File: config.mk
export PLATFORM = sky130hd
export DESIGN_NAME = line_gate_ctrl
export DESIGN_NICKNAME = d
export VERILOG_FILES = /design/src/rtl/lgc_pkg.sv /design/src/rtl/lgc_sync.sv /design/src/rtl/lgc_debounce.sv /design/src/rtl/line_gate_ctrl.sv
export SDC_FILE = /design/constraint.sdc
export NUM_CORES = 1
export LEC_CHECK = 0
export ABC_AREA = 1
export BUFFER_PORTS_ARGS = -buffer_cell sky130_fd_sc_hd__buf_2
export CORE_UTILIZATION = 46
export CTS_CLUSTER_SIZE = 40
export DETAILED_ROUTE_END_ITERATION = 16
export PLACE_DENSITY = 0.66
export REMOVE_ABC_BUFFERS = 1
export SLEW_MARGIN = 30
export SYNTH_ARGS = -nofsm -noshare
export SYNTH_HDL_FRONTEND = slang
export SYNTH_HIERARCHICAL = 1
export SYNTH_SLANG_ARGS = --single-unit
File: constraint.sdc
create_clock -name clk -period 2.61 [get_ports clk]
set_clock_uncertainty 0.1 [all_clocks]
set_input_delay 0.261 -clock clk [delete_from_list [all_inputs] [get_ports clk]]
set_output_delay 0.261 -clock clk [all_outputs]
set_load 0.01 [all_outputs]
File: src/rtl/lgc_pkg.sv
package lgc_pkg;
    localparam int NLINES   = 2;
    localparam int LINE_CTS = 0;
    localparam int LINE_DCD = 1;
    localparam int REG_W    = 4;

    localparam logic ADDR_CTRL = 1'b0;
    localparam logic ADDR_STAT = 1'b1;

    typedef struct packed {
        logic              auto_en;
        logic [NLINES-1:0] ie;
        logic [NLINES-1:0] flag;
        logic              tx_en;
        logic              rx_en;
        logic              irq;
    } gate_state_t;

    typedef struct packed {
        logic [7:0] cnt;
        logic       filt;
        logic       tog;
    } deb_state_t;
endpackage

File: src/rtl/lgc_sync.sv
module lgc_sync #(
    parameter int STAGES = 2
) (
    input  logic clk,
    input  logic rst_n,
    input  logic din,
    output logic dout
);
    logic [STAGES-1:0] chain_d, chain_q;

    generate
        if (STAGES == 1) begin : g_one
            always_comb chain_d = din;
        end else begin : g_many
            always_comb chain_d = {chain_q[STAGES-2:0], din};
        end
    endgenerate

    always_ff @(posedge clk or negedge rst_n) begin
        if (!rst_n) chain_q <= '1;
        else        chain_q <= chain_d;
    end

    assign dout = chain_q[STAGES-1];
endmodule

File: src/rtl/lgc_debounce.sv
module lgc_debounce import lgc_pkg::*; #(
    parameter int DEB_LEN = 4
) (
    input  logic clk,
    input  logic rst_n,
    input  logic sample,
    output logic level,
    output logic toggled
);
    localparam logic [7:0] LAST = 8'(DEB_LEN - 1);

    deb_state_t s_d, s_q;

    always_comb begin
        s_d     = s_q;
        s_d.tog = 1'b0;
        if (sample != s_q.filt) begin
            if (s_q.cnt == LAST) begin
                s_d.filt = sample;
                s_d.cnt  = '0;
                s_d.tog  = 1'b1;
            end else begin
                s_d.cnt = s_q.cnt + 8'd1;
            end
        end else begin
            s_d.cnt = '0;
        end
    end

    always_ff @(posedge clk or negedge rst_n) begin
        if (!rst_n) begin
            s_q.cnt  <= '0;
            s_q.filt <= 1'b1;
            s_q.tog  <= 1'b0;
        end else begin
            s_q <= s_d;
        end
    end

    assign level   = s_q.filt;
    assign toggled = s_q.tog;
endmodule

File: src/rtl/line_gate_ctrl.sv
module line_gate_ctrl import lgc_pkg::*; #(
    parameter int SYNC_STAGES = 2,
    parameter int DEB_LEN     = 4
) (
    input  logic             clk,
    input  logic             rst_n,
    input  logic             cts_n_i,
    input  logic             dcd_n_i,
    input  logic             tx_busy_i,
    input  logic             wr_en_i,
    input  logic             wr_addr_i,
    input  logic [REG_W-1:0] wr_data_i,
    input  logic             rd_addr_i,
    output logic [REG_W-1:0] rd_data_o,
    output logic             tx_enable_o,
    output logic             rx_enable_o,
    output logic             irq_o
);
    logic [NLINES-1:0] raw_n, sync_n, filt_n, tog, act;
    gate_state_t s_d, s_q;

    logic              auto_q;
    logic [NLINES-1:0] ie_q;
    logic [NLINES-1:0] flag_q;

    assign raw_n[LINE_CTS] = cts_n_i;
    assign raw_n[LINE_DCD] = dcd_n_i;

    generate
        for (genvar i = 0; i < NLINES; i++) begin : g_line
            lgc_sync #(.STAGES(SYNC_STAGES)) u_sync (
                .clk  (clk),
                .rst_n(rst_n),
                .din  (raw_n[i]),
                .dout (sync_n[i])
            );
            lgc_debounce #(.DEB_LEN(DEB_LEN)) u_deb (
                .clk    (clk),
                .rst_n  (rst_n),
                .sample (sync_n[i]),
                .level  (filt_n[i]),
                .toggled(tog[i])
            );
        end
    endgenerate

    assign act = ~filt_n;

    always_comb begin
        logic [NLINES-1:0] clr;
        s_d = s_q;
        clr = '0;
        if (wr_en_i && wr_addr_i == ADDR_CTRL) begin
            s_d.auto_en = wr_data_i[0];
            s_d.ie      = wr_data_i[2:1];
        end
        if (wr_en_i && wr_addr_i == ADDR_STAT) clr = wr_data_i[3:2];
        s_d.flag  = (s_q.flag & ~clr) | tog;
        s_d.tx_en = !s_q.auto_en || act[LINE_CTS] || (s_q.tx_en && tx_busy_i);
        s_d.rx_en = !s_q.auto_en || act[LINE_DCD];
        s_d.irq   = |(s_d.flag & s_d.ie);
    end

    always_ff @(posedge clk or negedge rst_n) begin
        if (!rst_n) begin
            s_q.auto_en <= 1'b0;
            s_q.ie      <= '0;
            s_q.flag    <= '0;
            s_q.tx_en   <= 1'b1;
            s_q.rx_en   <= 1'b1;
            s_q.irq     <= 1'b0;
        end else begin
            s_q <= s_d;
        end
    end

    assign auto_q = s_q.auto_en;
    assign ie_q   = s_q.ie;
    assign flag_q = s_q.flag;

    always_comb begin
        if (rd_addr_i == ADDR_CTRL) rd_data_o = {1'b0, ie_q, auto_q};
        else                        rd_data_o = {flag_q, act};
    end

    assign tx_enable_o = s_q.tx_en;
    assign rx_enable_o = s_q.rx_en;
    assign irq_o       = s_q.irq;
endmodule

# == Word level (Yosys, flattened, before mapping) ==
# Cells that the tools add are included.
# word_totals
regBits,32
inputBits,12
out_inout_bits,7
wordCells,47
# op_classes
addsub,2
eq_ne,4
mux,11
bitwise,6
reduce_logical,10
# ops
operator,count
8-bit two-way mux,4
8-bit by 1-bit adder with 8-bit output (second input constant),2
8-bit by 2-bit equality test with 1-bit output (second input constant),2
2-bit bitwise AND,2
1-bit two-way mux,4
2-bit two-way mux,2
4-bit two-way mux,1
2-bit NOT,2
2-bit AND reduction,2
1-bit logical AND,3
1-bit logical OR,3
1-bit inequality test,2
2-bit OR,1
2-bit OR reduction,1
1-bit zero test,1
1-bit NOT,1

# == Logic depth before layout (Yosys ltp) ==
# depth
word_depth,7
ltp_mapped,6
mapped_depth_nobuf,6

# == Cells and area by module ==
# The synthesis kept the hierarchy.
# by_module_without_submodules
mod,instances,cells_per_inst,area_per_inst_um2,seq_area_each_um2
lgc_debounce,2,62,526.8,251.5
line_gate_ctrl,1,43,354.1,202.7
lgc_sync,2,2,52.6,52.6

# == Worst setup path after synthesis ==
# OpenSTA, ideal clock, no wires.
# synth_path
path_type,reg-to-reg
startpoint,register g_line[0].u_deb/s_q[2] (netlist bit)
endpoint,register g_line[0].u_deb/s_q[2] (netlist bit)
setup_time_ps,122
arrival_time_ps,926
t_required_ps,2388
setup_slack_ps,1462
stages_incl_launch_ff,6
path_buffers,0
period_less_slack_ps,1148
cell_sequence,dfrtp_1 > ha_1 > nor3b_2 > nand2_2 > nand2_2 > nor2_1
# synth_rtl
item,line,rtl
from (decl),lgc_debounce.sv:12,"deb_state_t s_d, s_q;"

# == Worst setup path after layout ==
# layout_path
startpoint,register g_line[1].u_deb.s_q (netlist bit g_line[1].u_deb/level)
endpoint,output port rd_data_o[1]
# layout_between
elab_chain_len,2
# layout_rtl
item,line,rtl
from (decl),lgc_debounce.sv:12,
2-bit NOT,line_gate_ctrl.sv:47,assign act = ~filt_n;
4-bit two-way mux,line_gate_ctrl.sv:82,"if (rd_addr_i == ADDR_CTRL) rd_data_o = {1'b0, ie_q, auto_q};"
to (decl),line_gate_ctrl.sv:14,"output logic [REG_W-1:0] rd_data_o,"
# Every way passes these cells.

==> metrics <==
count of different cell masters after synthesis 18; Cell Area, Synth roughly 1500 µm²; worst r2r src g_line[0].u_deb/s_q[2]; Clock Latency Late Sink 0.33 ns; FF-to-FF setup slack ~1.3 ns; fraction of layout cells with a size suffix above 1 between 20% and 30%; DRT iter0 DRCs 47; Port Buffers 18; H-tree depth 2; GRT overflow 0; Post-DP HPWL a little under 2 mm; Yosys reg bits 32; leakage power between 0.0008 and 0.0009 µW; final hold vios 0; CTS Buf Count 5; Req. time, crit path ~2.3 ns; Reg2Reg Depth 5; Routed Antenna Nets 0; Root Driver clkbuf_4; Placer Congestion 0.786; Relative slew margins between 50% and 60%; drt first pass iters 4; Vias 1128; post-place setup slack 1.36 ns; Die X roughly 59 µm; WS Path Type reg -> out; post-cts resize count 0; GRT Overall Usage between 10% and 20%; ranking of synthesized cells by area dfrtp_1 40%, dfstp_2 14%, nand2_1 11%; setup ws final between 1 and 1.5 ns; mux contribution to synthesized area 0%; status finished clean; Avg Cell Area, Syn 8.85 µm²; Hold Path Sink tx_enable_o; post-route minimum period 1.53 ns; Max VDD drop roughly 0.00036 V; die height 59.3 µm; CTS Buffer Depth 2; DIE AREA roughly 3500 µm²; Synth-to-Final Area Change 16.6%; # DRC 0; Worst setup EP type output pin; first-pass GRT wire length 4.20 mm; WHS ~0.024 ns; Final period util 58.5%; Synth Area in Adders between 3 and 4%; startpoint types flop; Fin Setup TNS 0 ns; Initial Utilization 49.1%; xor and xnor fraction of the mapped netlist area around 5.6%; hold crit path type in -> reg; CTS tree done; critical path data arrival time ~1.2 ns; area share of the largest cell type after synthesis around 40%; Synth Warn # 6; number of buffers added for setup after CTS 0; most instantiated library cell after synthesis nand2_1; cells after synthesis approximately 170; EDFF count, synth 0; largest net degree at the start of global routing 33; worst reg2reg endpoint g_line[0].u_deb/s_q[4]; Seq/Total Area, Yosys around 54%; main combinational cell family by area after synthesis simple AND/OR/NAND/NOR gates; Placed Cells roughly 230; filler-free cell count of the finished design roughly 240; post-synth top area cell dfrtp_1; Slew Viols, Final 0; Worst Max-Slew Pin Slew 0.685 ns; Via density 4.62; hold path cells 3; pwr/cell area 764 nW/µm²; CTS Sinks 32; CP peak stage delay 0.59 ns; ys flop type dfrtp_1; Synth Area in Compound Gates 1.99%; Clock Pin Slew Worst Setup and Hold Paths 0.10 ns; vias in the first global route around 1000; ys async rst share 100%; n_diodes 0; filler cell count in the final layout 288; CP max-delay cell dfstp_2; worst-path fanout max 4; final net count 215; HP Start tx_busy_i; hold buffer count at CTS 3; RSZ-0062 raised after global routing false; total routed wirelength 2.56 mm; synth cell count leaders 44 x nand2_1, 24 x dfrtp_1, 22 x nor2_1; Core Region 3080 µm²; Setup-failing EPs final 0; Fmax achieved 0.655 GHz; worst path cell trace o21ai_0, buf_2; Core Rows 20; initial antenna violation count 0; Max-Cap Viols 0; # IOs 19; Wirelength per Cell about 10 µm; Post-Synth Simple-Gate Area between 30% and 40%
-- worst max path at each step --
stage | start | cells after the start | slack [ns] | end
global route | g_line[1].u_deb/level | 2 | 1.02 | rd_data_o[1]
CTS | g_line[1].u_deb/level | 2 | 1.06 | rd_data_o[1]
detailed placement | g_line[0].u_deb/s_q[2] | 5 | 1.36 | g_line[0].u_deb/s_q[2]
floorplan | g_line[0].u_deb/s_q[2] | 5 | 1.46 | g_line[0].u_deb/s_q[2]
global placement | g_line[0].u_deb/s_q[2] | 5 | 1.40 | g_line[0].u_deb/s_q[4]
finish | g_line[1].u_deb/level | 2 | 1.08 | rd_data_o[1]
-- cell type report --
class	count	area, µm²	share of cell area [%]
inverters	19	71.3	4.04
repair buffers	21	120	6.81
clock inverters	2	35.0	1.99
multi-input cells	120	631	35.7
clock buffers	6	41.3	2.34
flip-flops and latches	32	811	46.0
well taps	44	55.1	3.12
-- cell usage in the layout, fill, tap and decap left out --
cell	n
ha_1	4
o21ai_0	2
inv_1	17
nor2_1	22
xnor2_1	2
o21ai_1	2
inv_2	2
nor2_2	6
clkbuf_4	5
dfrtp_1	24
nand3_1	16
a21oi_1	2
and2_1	2
xnor2_2	2
dlygate4sd3_1	3
dfstp_2	8
nor3b_2	2
buf_2	18
clkbuf_1	1
bufinv_16	1
clkinv_2	1
nand2_2	10
xor2_1	4
nand2_1	44
-- state kept, by name, summed over array words and instances, names as in the netlist --
| signal | cells |
|---|---|
| g_line.u_deb/s_q | 16 |
| g_line.u_deb/toggled | 2 |
| tx_enable_o | 1 |
| g_line.u_sync/chain_q | 4 |
| g_line.u_deb/level | 2 |
| irq_o | 1 |
| auto_q | 1 |
| flag_q | 2 |
| ie_q | 2 |
| rx_enable_o | 1 |
-- critical path: cells and delay by family (launching register included) --
kind / cells / cell delay [ns]
AOI/OAI and AO/OA: 1 / 0.10
buffers and inverters: 1 / 0.14
DFF: 1 / 0.59
-- routing by layer --
layer / vias to the layer above / routed length, µm / global-route usage [%]
met5: - / 0 / 0
met1: 527 / 1160 / 19.2
met4: 0 / 48 / 11.6
met2: 14 / 1260 / 27.6
met3: 5 / 92 / 4.15
li1: 582 / - / -
-- power breakdown --
group	total, µW	switching (µW)	leakage, µW	internal [µW]
registers	672	80.0	0.000408	592
clock network	367	166	0.0000422	201
logic	309	179	0.000401	130
total	1350	425	0.000851	923
-- cell families (layout without fill, tap and decap cells) --
kind of cell,after synthesis,in the layout
AOI/OAI and AO/OA,6,6
xor gates and xnor gates,8,8
adders and majority gates,4,4
buffers and inverters,19,48
DFF,32,32
and+or+nand+nor,102,102
-- through the flow --
step / power [µW] / cell area [µm²] / util (%)
6_report: 1350 / 1760 / 57.3
5_1_grt: 1440 / 1760 / 57.3
4_1_cts: 1370 / 1760 / 57.3
3_5_place_dp: 991 / 1660 / 53.9
3_3_place_gp: 979 / 1660 / 53.9
2_1_floorplan: 893 / 1510 / -
Power figures use the tool's default switching activity.
